===== src/rtl/fp16_widen_pkg.sv =====
package fp16_widen_pkg;

   // Decoded class of the narrow operand
   typedef enum logic [2:0] {
      HCLS_ZERO = 3'd0,
      HCLS_SUB  = 3'd1,
      HCLS_NORM = 3'd2,
      HCLS_INF  = 3'd3,
      HCLS_NAN  = 3'd4
   } hcls_t;

   // Exponent bias of an IEEE-style field of the given width
   function automatic int bias_of(input int exp_w);
      return (1 << (exp_w - 1)) - 1;
   endfunction

endpackage


===== src/rtl/fp16_widen_classify.sv =====
module fp16_widen_classify
   import fp16_widen_pkg::*;
#(
   parameter int EXP_W  = 5,
   parameter int FRAC_W = 10,
   localparam int WORD_W = 1 + EXP_W + FRAC_W
) (
   input  logic [WORD_W-1:0] word_i,
   input  logic              ext_range_i,
   output logic              sign_o,
   output logic [EXP_W-1:0]  exp_o,
   output logic [FRAC_W-1:0] frac_o,
   output hcls_t             cls_o
);

   logic exp_zero;
   logic exp_full;
   logic frac_zero;

   assign sign_o = word_i[WORD_W-1];
   assign exp_o  = word_i[WORD_W-2 -: EXP_W];
   assign frac_o = word_i[FRAC_W-1:0];

   assign exp_zero  = (exp_o == '0);
   assign exp_full  = &exp_o;
   assign frac_zero = (frac_o == '0);

   always_comb begin
      if (exp_zero) begin
         cls_o = frac_zero ? HCLS_ZERO : HCLS_SUB;
      end else if (exp_full && !ext_range_i) begin
         cls_o = frac_zero ? HCLS_INF : HCLS_NAN;
      end else begin
         cls_o = HCLS_NORM;
      end
   end

endmodule


===== src/rtl/fp16_widen_normalise.sv =====
module fp16_widen_normalise #(
   parameter int FRAC_W = 10,
   localparam int POS_W = $clog2(FRAC_W + 1)
) (
   input  logic [FRAC_W-1:0] frac_i,
   output logic [POS_W-1:0]  lead_o,
   output logic [FRAC_W-1:0] tail_o
);

   // Priority search: the last set bit seen while scanning upward wins
   always_comb begin
      lead_o = '0;
      for (int i = 0; i < FRAC_W; i++) begin
         if (frac_i[i]) begin
            lead_o = POS_W'(i);
         end
      end
   end

   // Shift the leading one just past the top so that only the bits below it remain
   logic [2*FRAC_W-1:0] shifted;
   assign shifted = {{FRAC_W{1'b0}}, frac_i} << (FRAC_W - int'(lead_o));
   assign tail_o  = shifted[FRAC_W-1:0];

endmodule


===== src/rtl/fp16_widen_pack.sv =====
module fp16_widen_pack
   import fp16_widen_pkg::*;
#(
   parameter int EXP_IN_W   = 5,
   parameter int FRAC_IN_W  = 10,
   parameter int EXP_OUT_W  = 8,
   parameter int FRAC_OUT_W = 23,
   localparam int POS_W  = $clog2(FRAC_IN_W + 1),
   localparam int OUT_W  = 1 + EXP_OUT_W + FRAC_OUT_W,
   localparam int PAD_W  = FRAC_OUT_W - FRAC_IN_W,
   localparam int DELTA  = bias_of(EXP_OUT_W) - bias_of(EXP_IN_W),
   localparam int SUB_LO = DELTA + 1 - FRAC_IN_W
) (
   input  hcls_t                sign_cls_dummy_unused_never,
   input  hcls_t                cls_i,
   input  logic                 sign_i,
   input  logic [EXP_IN_W-1:0]  exp_i,
   input  logic [FRAC_IN_W-1:0] frac_i,
   input  logic [POS_W-1:0]     lead_i,
   input  logic [FRAC_IN_W-1:0] tail_i,
   output logic [OUT_W-1:0]     word_o
);

   logic [EXP_OUT_W-1:0]  exp_w;
   logic [FRAC_OUT_W-1:0] frac_w;
   logic                  unused_in;

   assign unused_in = ^sign_cls_dummy_unused_never;

   always_comb begin
      exp_w  = '0;
      frac_w = '0;
      unique case (cls_i)
         HCLS_SUB: begin
            exp_w  = EXP_OUT_W'(SUB_LO) + EXP_OUT_W'(lead_i);
            frac_w = {tail_i, {PAD_W{1'b0}}};
         end
         HCLS_NORM: begin
            exp_w  = EXP_OUT_W'(exp_i) + EXP_OUT_W'(DELTA);
            frac_w = {frac_i, {PAD_W{1'b0}}};
         end
         HCLS_INF: begin
            exp_w  = '1;
            frac_w = '0;
         end
         HCLS_NAN: begin
            exp_w  = '1;
            frac_w = {frac_i, {PAD_W{1'b0}}};
            frac_w[FRAC_OUT_W-1] = 1'b1;
         end
         default: begin
            exp_w  = '0;
            frac_w = '0;
         end
      endcase
   end

   assign word_o = {sign_i, exp_w, frac_w};

endmodule


===== src/rtl/fp16_to_fp32_widen.sv =====
module fp16_to_fp32_widen
   import fp16_widen_pkg::*;
#(
   parameter int EXP_IN_W   = 5,
   parameter int FRAC_IN_W  = 10,
   parameter int EXP_OUT_W  = 8,
   parameter int FRAC_OUT_W = 23,
   parameter bit REG_OUT    = 1'b1,
   localparam int IN_W  = 1 + EXP_IN_W + FRAC_IN_W,
   localparam int OUT_W = 1 + EXP_OUT_W + FRAC_OUT_W,
   localparam int POS_W = $clog2(FRAC_IN_W + 1)
) (
   input  logic             clk,
   input  logic             rst_n,
   input  logic             ext_range,
   input  logic [IN_W-1:0]  half_in,
   output logic [OUT_W-1:0] single_out
);

   localparam int BIAS_IN  = bias_of(EXP_IN_W);
   localparam int BIAS_OUT = bias_of(EXP_OUT_W);
   localparam int TOP_EXT  = (1 << EXP_IN_W) - 1 - BIAS_IN;
   localparam int LOW_SUB  = 1 - BIAS_IN - FRAC_IN_W;

   // Elaboration-time checks that the wide format holds every narrow value exactly
   if (FRAC_OUT_W <= FRAC_IN_W) begin : g_bad_frac
      $error("wide fraction must be longer than the narrow fraction");
   end
   if (TOP_EXT > BIAS_OUT) begin : g_bad_top
      $error("wide exponent cannot reach the extended narrow range");
   end
   if (LOW_SUB < 1 - BIAS_OUT) begin : g_bad_low
      $error("wide exponent cannot hold the smallest narrow subnormal");
   end

   logic                 f_sign;
   logic [EXP_IN_W-1:0]  f_exp;
   logic [FRAC_IN_W-1:0] f_frac;
   hcls_t                f_cls;
   logic [POS_W-1:0]     n_lead;
   logic [FRAC_IN_W-1:0] n_tail;
   logic [OUT_W-1:0]     packed_w;

   fp16_widen_classify #(
      .EXP_W  (EXP_IN_W),
      .FRAC_W (FRAC_IN_W)
   ) u_classify (
      .word_i      (half_in),
      .ext_range_i (ext_range),
      .sign_o      (f_sign),
      .exp_o       (f_exp),
      .frac_o      (f_frac),
      .cls_o       (f_cls)
   );

   fp16_widen_normalise #(
      .FRAC_W (FRAC_IN_W)
   ) u_normalise (
      .frac_i (f_frac),
      .lead_o (n_lead),
      .tail_o (n_tail)
   );

   fp16_widen_pack #(
      .EXP_IN_W   (EXP_IN_W),
      .FRAC_IN_W  (FRAC_IN_W),
      .EXP_OUT_W  (EXP_OUT_W),
      .FRAC_OUT_W (FRAC_OUT_W)
   ) u_pack (
      .sign_cls_dummy_unused_never (HCLS_ZERO),
      .cls_i   (f_cls),
      .sign_i  (f_sign),
      .exp_i   (f_exp),
      .frac_i  (f_frac),
      .lead_i  (n_lead),
      .tail_i  (n_tail),
      .word_o  (packed_w)
   );

   if (REG_OUT) begin : g_reg
      logic [OUT_W-1:0] out_q;
      always_ff @(posedge clk or negedge rst_n) begin
         if (!rst_n) begin
            out_q <= '0;
         end else begin
            out_q <= packed_w;
         end
      end
      assign single_out = out_q;
   end else begin : g_comb
      logic unused_clk;
      assign unused_clk = clk ^ rst_n;
      assign single_out = packed_w;
   end

endmodule


===== config.mk =====
export PLATFORM = sky130hd
export DESIGN_NAME = fp16_to_fp32_widen
export DESIGN_NICKNAME = d
export VERILOG_FILES = /design/src/rtl/fp16_widen_pkg.sv /design/src/rtl/fp16_widen_classify.sv /design/src/rtl/fp16_widen_normalise.sv /design/src/rtl/fp16_widen_pack.sv /design/src/rtl/fp16_to_fp32_widen.sv
export SDC_FILE = /design/constraint.sdc
export NUM_CORES = 1
export LEC_CHECK = 0
export BUFFER_PORTS_ARGS = -buffer_cell sky130_fd_sc_hd__buf_2
export CAP_MARGIN = 30
export CORE_MARGIN = 8
export CORE_UTILIZATION = 25
export CTS_BUF_LIST = sky130_fd_sc_hd__clkbuf_8
export DETAILED_ROUTE_END_ITERATION = 10
export HOLD_SLACK_MARGIN = 0.08
export PLACE_DENSITY_LB_ADDON = 0.2
export SETUP_SLACK_MARGIN = 0.1
export SLEW_MARGIN = 15
export SYNTH_ARGS = -nofsm -noshare
export SYNTH_HDL_FRONTEND = slang
export SYNTH_SLANG_ARGS = --single-unit

===== constraint.sdc =====
create_clock -name clk -period 0.8 [get_ports clk]
set_input_delay 0 -clock clk [delete_from_list [all_inputs] [get_ports clk]]
set_output_delay 0 -clock clk [all_outputs]
set_load 0.02 [all_outputs]

* After elaboration in Yosys (flattened, before gate mapping)
Index checks and enable logic that the tools add are counted.
Operators by class: muxes and demuxes 15, shift-type cells 1, add/sub/neg operators 3, equality and inequality tests 4, reduce and logical (&&, ||, !) cells 6
Operator list (count):
- $pmux 23 s3 | 1
- $shl 10x32->10 | 1
- $pmux 8 s3 | 1
- $mux 3 | 7
- $logic_not 10->1 | 1
- $add 5x7->8 const B | 1
- $add 7x4->8 const A | 1
- $mux 4 | 2
- $eq 3x2->1 const B | 2
- $logic_not 5->1 | 1
- $reduce_and 5->1 | 1
- $sub 4x4->5 const A | 1
- $mux 2 | 2
- $eq 3x1->1 const B | 1
- $eq 3x3->1 const B | 1
- $mux 1 | 2
- $reduce_or 2->1 | 1
- $logic_and 1x1->1 | 1
- $logic_not 1->1 | 1
Word-level totals: flip-flop bits (word level) 32, word-level logic and storage cells 30, input port bits 19, output and inout port bits 32

* Longest topological paths before layout
depth in word-level cells 12, gate-level depth with buffers 13, mapped depth without buffers 11

* Cells and area by module
Synthesis repeated with hierarchy kept, for this count alone.
Second synthesis, totals: cells, all modules 240, area total of the unflattened synthesis 2164.6 um^2
Modules (own cells, without submodules):
- fp16_to_fp32_widen | area an instance 804.5 um^2, instances 1, sequential area each 800.8 um^2, cells each 33
- fp16_widen_normalise | area an instance 639.4 um^2, instances 1, sequential area each 0.0 um^2, cells each 94
- fp16_widen_pack | area an instance 523.0 um^2, instances 1, sequential area each 0.0 um^2, cells each 85
- fp16_widen_classify | area an instance 197.7 um^2, instances 1, sequential area each 0.0 um^2, cells each 28

* Least setup slack after synthesis
No wires, ideal clock.
path type input to register, start point in half_in[4], end point reg g_reg.out_q[17], in the netlist single_out[17], arrival 1.852 ns, stages 12, library setup time 0.076 ns, data required time 0.724 ns, path buffers 2, path slack -1.129 ns, cells stage by stage buf_1 -> o31a_1 -> nand2b_1 -> inv_1 -> ha_1 -> buf_1 -> nor3_1 -> nor2_1 -> o32ai_1 -> o32ai_1 -> a21oi_1 -> o21ai_1
On the way: longest elaborated chain between the ends 9, elaborated cells on any way between the ends 17, those cells by class add/sub: 1; eq/ne: 3; shift: 1; mux: 11; reduce/logical: 1
Ends and longest elaborated chain:
- from (decl) | RTL line fp16_to_fp32_widen.sv:16 | input logic [IN_W-1:0] half_in,
- $mux 3 (4 in series) | RTL line fp16_widen_normalise.sv:14 | if (frac_i[i]) begin
- $mux 4 (2 in series) | RTL line fp16_widen_normalise.sv:14
- $sub 4x4->5 | RTL line fp16_widen_normalise.sv:22 | assign shifted = {{FRAC_W{1'b0}}, frac_i} << (FRAC_W - int'(lead_o));
- $shl 10x32->10 | RTL line fp16_widen_normalise.sv:22
- $pmux 23 s3 (*) | RTL line fp16_widen_pack.sv:33 | unique case (cls_i)
- via packed_w[17] | RTL line fp16_to_fp32_widen.sv:42 | logic [OUT_W-1:0] packed_w;
- to (signal assigned) | RTL line fp16_to_fp32_widen.sv:86 | out_q <= packed_w;
- to (decl) | RTL line fp16_to_fp32_widen.sv:81 | logic [OUT_W-1:0] out_q;
Mark *: on every way through the listed nets, which the timed path passes. The rest lies on a longest branch.

* Worst setup path in the final report
start point in half_in[7], end point reg g_reg.out_q[21], in the netlist single_out[21]
On the way: longest elaborated chain between the ends 6, elaborated cells on any way between the ends 14, those cells by class add/sub: 1; eq/ne: 3; shift: 1; mux: 8; reduce/logical: 1
Ends and longest elaborated chain (RTL line):
- $mux 3 / $logic_not 10->1 (equally long branches) | fp16_widen_normalise.sv:14, fp16_widen_classify.sv:26
- $mux 4 / $mux 3 (equally long branches) | fp16_widen_normalise.sv:14, fp16_widen_classify.sv:32
- $mux 4 / $mux 3 (equally long branches) | fp16_widen_normalise.sv:14, fp16_widen_classify.sv:31
- $sub 4x4->5 / $mux 3 (equally long branches) | fp16_widen_normalise.sv:22, fp16_widen_classify.sv:29
- $shl 10x32->10, or another cell as far along | fp16_widen_normalise.sv:22
- $pmux 23 s3 (*) | fp16_widen_pack.sv:33
- via packed_w[21] | fp16_to_fp32_widen.sv:42
Marked as above.

==> summary.txt <==
Power and ir drop
  • Logic pwr share: 49.0%
  • Tot Pwr: 3.32 mW
  • Sw Share: 33.2%
  • VDD IR max: 0.935 mV
  • Sw power: 1.10 mW
  • Int Power: 2.22 mW
  • Seq pwr share: 30.0%
  • Cell Pwr Density: 1140 nW/um^2
  • Clk pwr share: 21.0%
  • Leakage: 1.28 nW

Die
  • Initial Util: 26.0%
  • Core ar.: 5960 um^2
  • Die W: 94.7 um
  • Die area: 8960 um^2
  • Die Y: 94.7 um
  • I/O pins: 51
  • Rows: 28

Finish
  • Layout cells sized above 1: 62.4%
  • Core Util, Final: 49.0%
  • Max FFs per register: 18
  • P&R area growth vs syn: 88.6%
  • Reg area: 450 um^2
  • Ant diodes: 0
  • Final net count: 317
  • Fillers: 571
  • Multi-input logic area: 1220 um^2

Global route
  • Largest net degree at the start of global routing: 19
  • Gr ovfl total: 0
  • First-pass GRT wire length: 8.95 mm
  • GRT Overall Usage: 12.5%
  • Initial antenna violation count: 0
  • Vias in the first global route: 1847

Detailed routing
  • Wire per inst: 15.3 um
  • Residual DRC: 0
  • TritonRoute pass-1 iters: 4
  • DR vias: 1786
  • Vias/cell: 4.83
  • DR iter-0 viols: 110
  • Antenna-violating nets left: 0
  • Final wirelength: 5.64 mm

Logic synthesis
  • Syn Area/Cell: 8.31 um^2
  • Area leader, netlist: dfrtp_1
  • Synth top area cells: dfrtp_1 (29%), buf_4 (7.3%), a21oi_1 (5.2%)
  • Mapped Cells: 186
  • Synth Warn #: 0
  • Distinct cell type count after synthesis: 54
  • Ys async rst share: 100%
  • Top-area cell type share of the netlist area: 29.1%
  • Sequential area share after synthesis: 29.1%
  • Cell Area, Synth: 1550 um^2
  • Commonest cells post-synth: nor2_1 (20), dfrtp_1 (18), a21oi_1 (16)
  • Yosys reg bits: 18
  • Post-synth EDFFs: 0
  • Ys flop type: dfrtp_1
  • Top-count cell post-synth: nor2_1

Timing
  • Slew headroom: 65.5%
  • Final Hold Vio Count: 0
  • Worst Tran Pin Value: 0.518 ns
  • Finish-stage setup viols: 16
  • RSZ-0062 raised after global routing: yes
  • Setup ws final: -0.734 ns
  • Final slew viol count: 0
  • Fin crit share: 192%
  • Tmin final: 1.53 ns
  • Fin Setup TNS: -8.66 ns
  • Max Freq: 0.652 GHz

Worst setup path
  • Kind of critical path: in -> reg
  • Critical Path Fanout Max: 6
  • WP data arrival: 1.68 ns
  • Worst Setup Start Kind: primary input
  • Crit. End Element: flip-flop
  • Required @ worst endpoint: 0.95 ns

Place
  • DP Wirelength: 4.34 mm
  • Dpl ws: -1.02 ns
  • RePlAce Congestion: 0.960
  • IO buf count: 37

Status
  • Status: complete, but fails checks
  • Failing checks: negative setup slack

Clocking
  • Sink count of the clock tree: 18
  • Clock transition at the registers of the reported paths: 0.06 ns
  • CTS tree: yes
  • CTS buffer count: 3
  • Root buffer cell: clkbuf_8
  • Clock Tree Buf Depth: 2
  • Htree depth: 1

Hold path
  • Hold Path Origin: half_in[11]
  • Hold Path Class: in -> reg
  • Hold Path End: single_out[24]
  • Hold Crit Depth: 4

Run
  • Max-Cap Viols: 0
-- worst max-delay path by stage --
stage                     end  slack (ns)  cells after the start        from
6_report       single_out[21]       -0.73                      9  half_in[7]
5_1_grt        single_out[21]       -0.79                      9  half_in[7]
4_1_cts        single_out[17]       -0.61                     11  half_in[5]
3_5_place_dp   single_out[21]       -1.02                     10  half_in[3]
3_3_place_gp   single_out[21]       -1.05                     10  half_in[3]
2_1_floorplan  single_out[17]       -0.89                     11  half_in[7]
-- power by group through the flow --
stage	combinational [mW]	clock, mW	sequential (mW)
after floorplan	0.712	0	1.08
after global placement	1.20	0	0.997
final	1.63	0.698	0.997
after detailed placement	1.20	0	0.998
after global routing	1.74	0.769	1.00
after CTS	1.51	0.723	0.997
-- cells by family (layout without fill, tap and decap cells) --
| kind of cell | after synthesis | count (layout) | share of synthesized area (%) |
|---|---|---|---|
| muxes | 1 | 1 | 0.728 |
| and+or+nand+nor | 67 | 67 | 24.3 |
| AOI/OAI and AO/OA | 59 | 59 | 27.7 |
| other | 1 | 13 | 0.242 |
| DFF | 18 | 18 | 29.1 |
| buffers and inverters | 35 | 132 | 13.4 |
| xor gates and xnor gates | 3 | 3 | 2.91 |
| adders and majority gates | 2 | 2 | 1.62 |
-- per-stage QoR --
stage | hold WS, ns | area [um^2] | std cells
floorplan | -0.296 | 1730 | 198
global placement | -0.0582 | 2240 | 347
detailed placement | -0.0618 | 2240 | 347
CTS | 0.0785 | 2780 | 367
global route | 0.0902 | 2920 | 370
finish | 0.0862 | 2920 | 370
-- repair_timing --
action,4_1_cts,5_1_grt
hold endpoints to repair,22,0
setup endpoints to repair,35,35
hold buffers,3,0
buffers inserted,15,3
pin swaps,25,13
resized for setup,100,25
-- cell usage in the layout (no fill, tap or decap), drive strengths merged, types with 3 or more instances in the layout --
master	n
a21oi	16
and2	3
dfrtp	18
nor3	9
nor2	20
nand2b	3
o221ai	3
nand2	15
dlygate4sd3	3
clkbuf	4
a32oi	3
inv	8
o32ai	3
nor4	3
buf	117
nand3	4
conb	13
o21ai	12
o31a	4
nor2b	3
-- per-layer routing --
metal  vias up  GRT usage (%)  routed length, um
met5         -              0                  0
met4         0           4.03                 51
met3         6           1.11                284
met2        65           21.1               2730
met1       852           16.3               2580
li1        863              -                  -
-- worst max-delay path, cell delays in order --
cell,delay [ns]
buf_8,0.11
nor2b_4,0.13
a211oi_4,0.22
o21ai_4,0.11
ha_4,0.21
xnor2_4,0.31
and3_4,0.27
nand3_2,0.08
a32oi_1,0.24
-- final cells by class --
class | instances | share of cell area (%)
clock buffer | 4 | 1.89
sequential | 18 | 15.4
tap | 75 | 3.22
multi-input combinational | 145 | 42.0
inverter | 8 | 1.46
timing repair buffer | 120 | 36.0
Power figures use the tool's default switching activity.
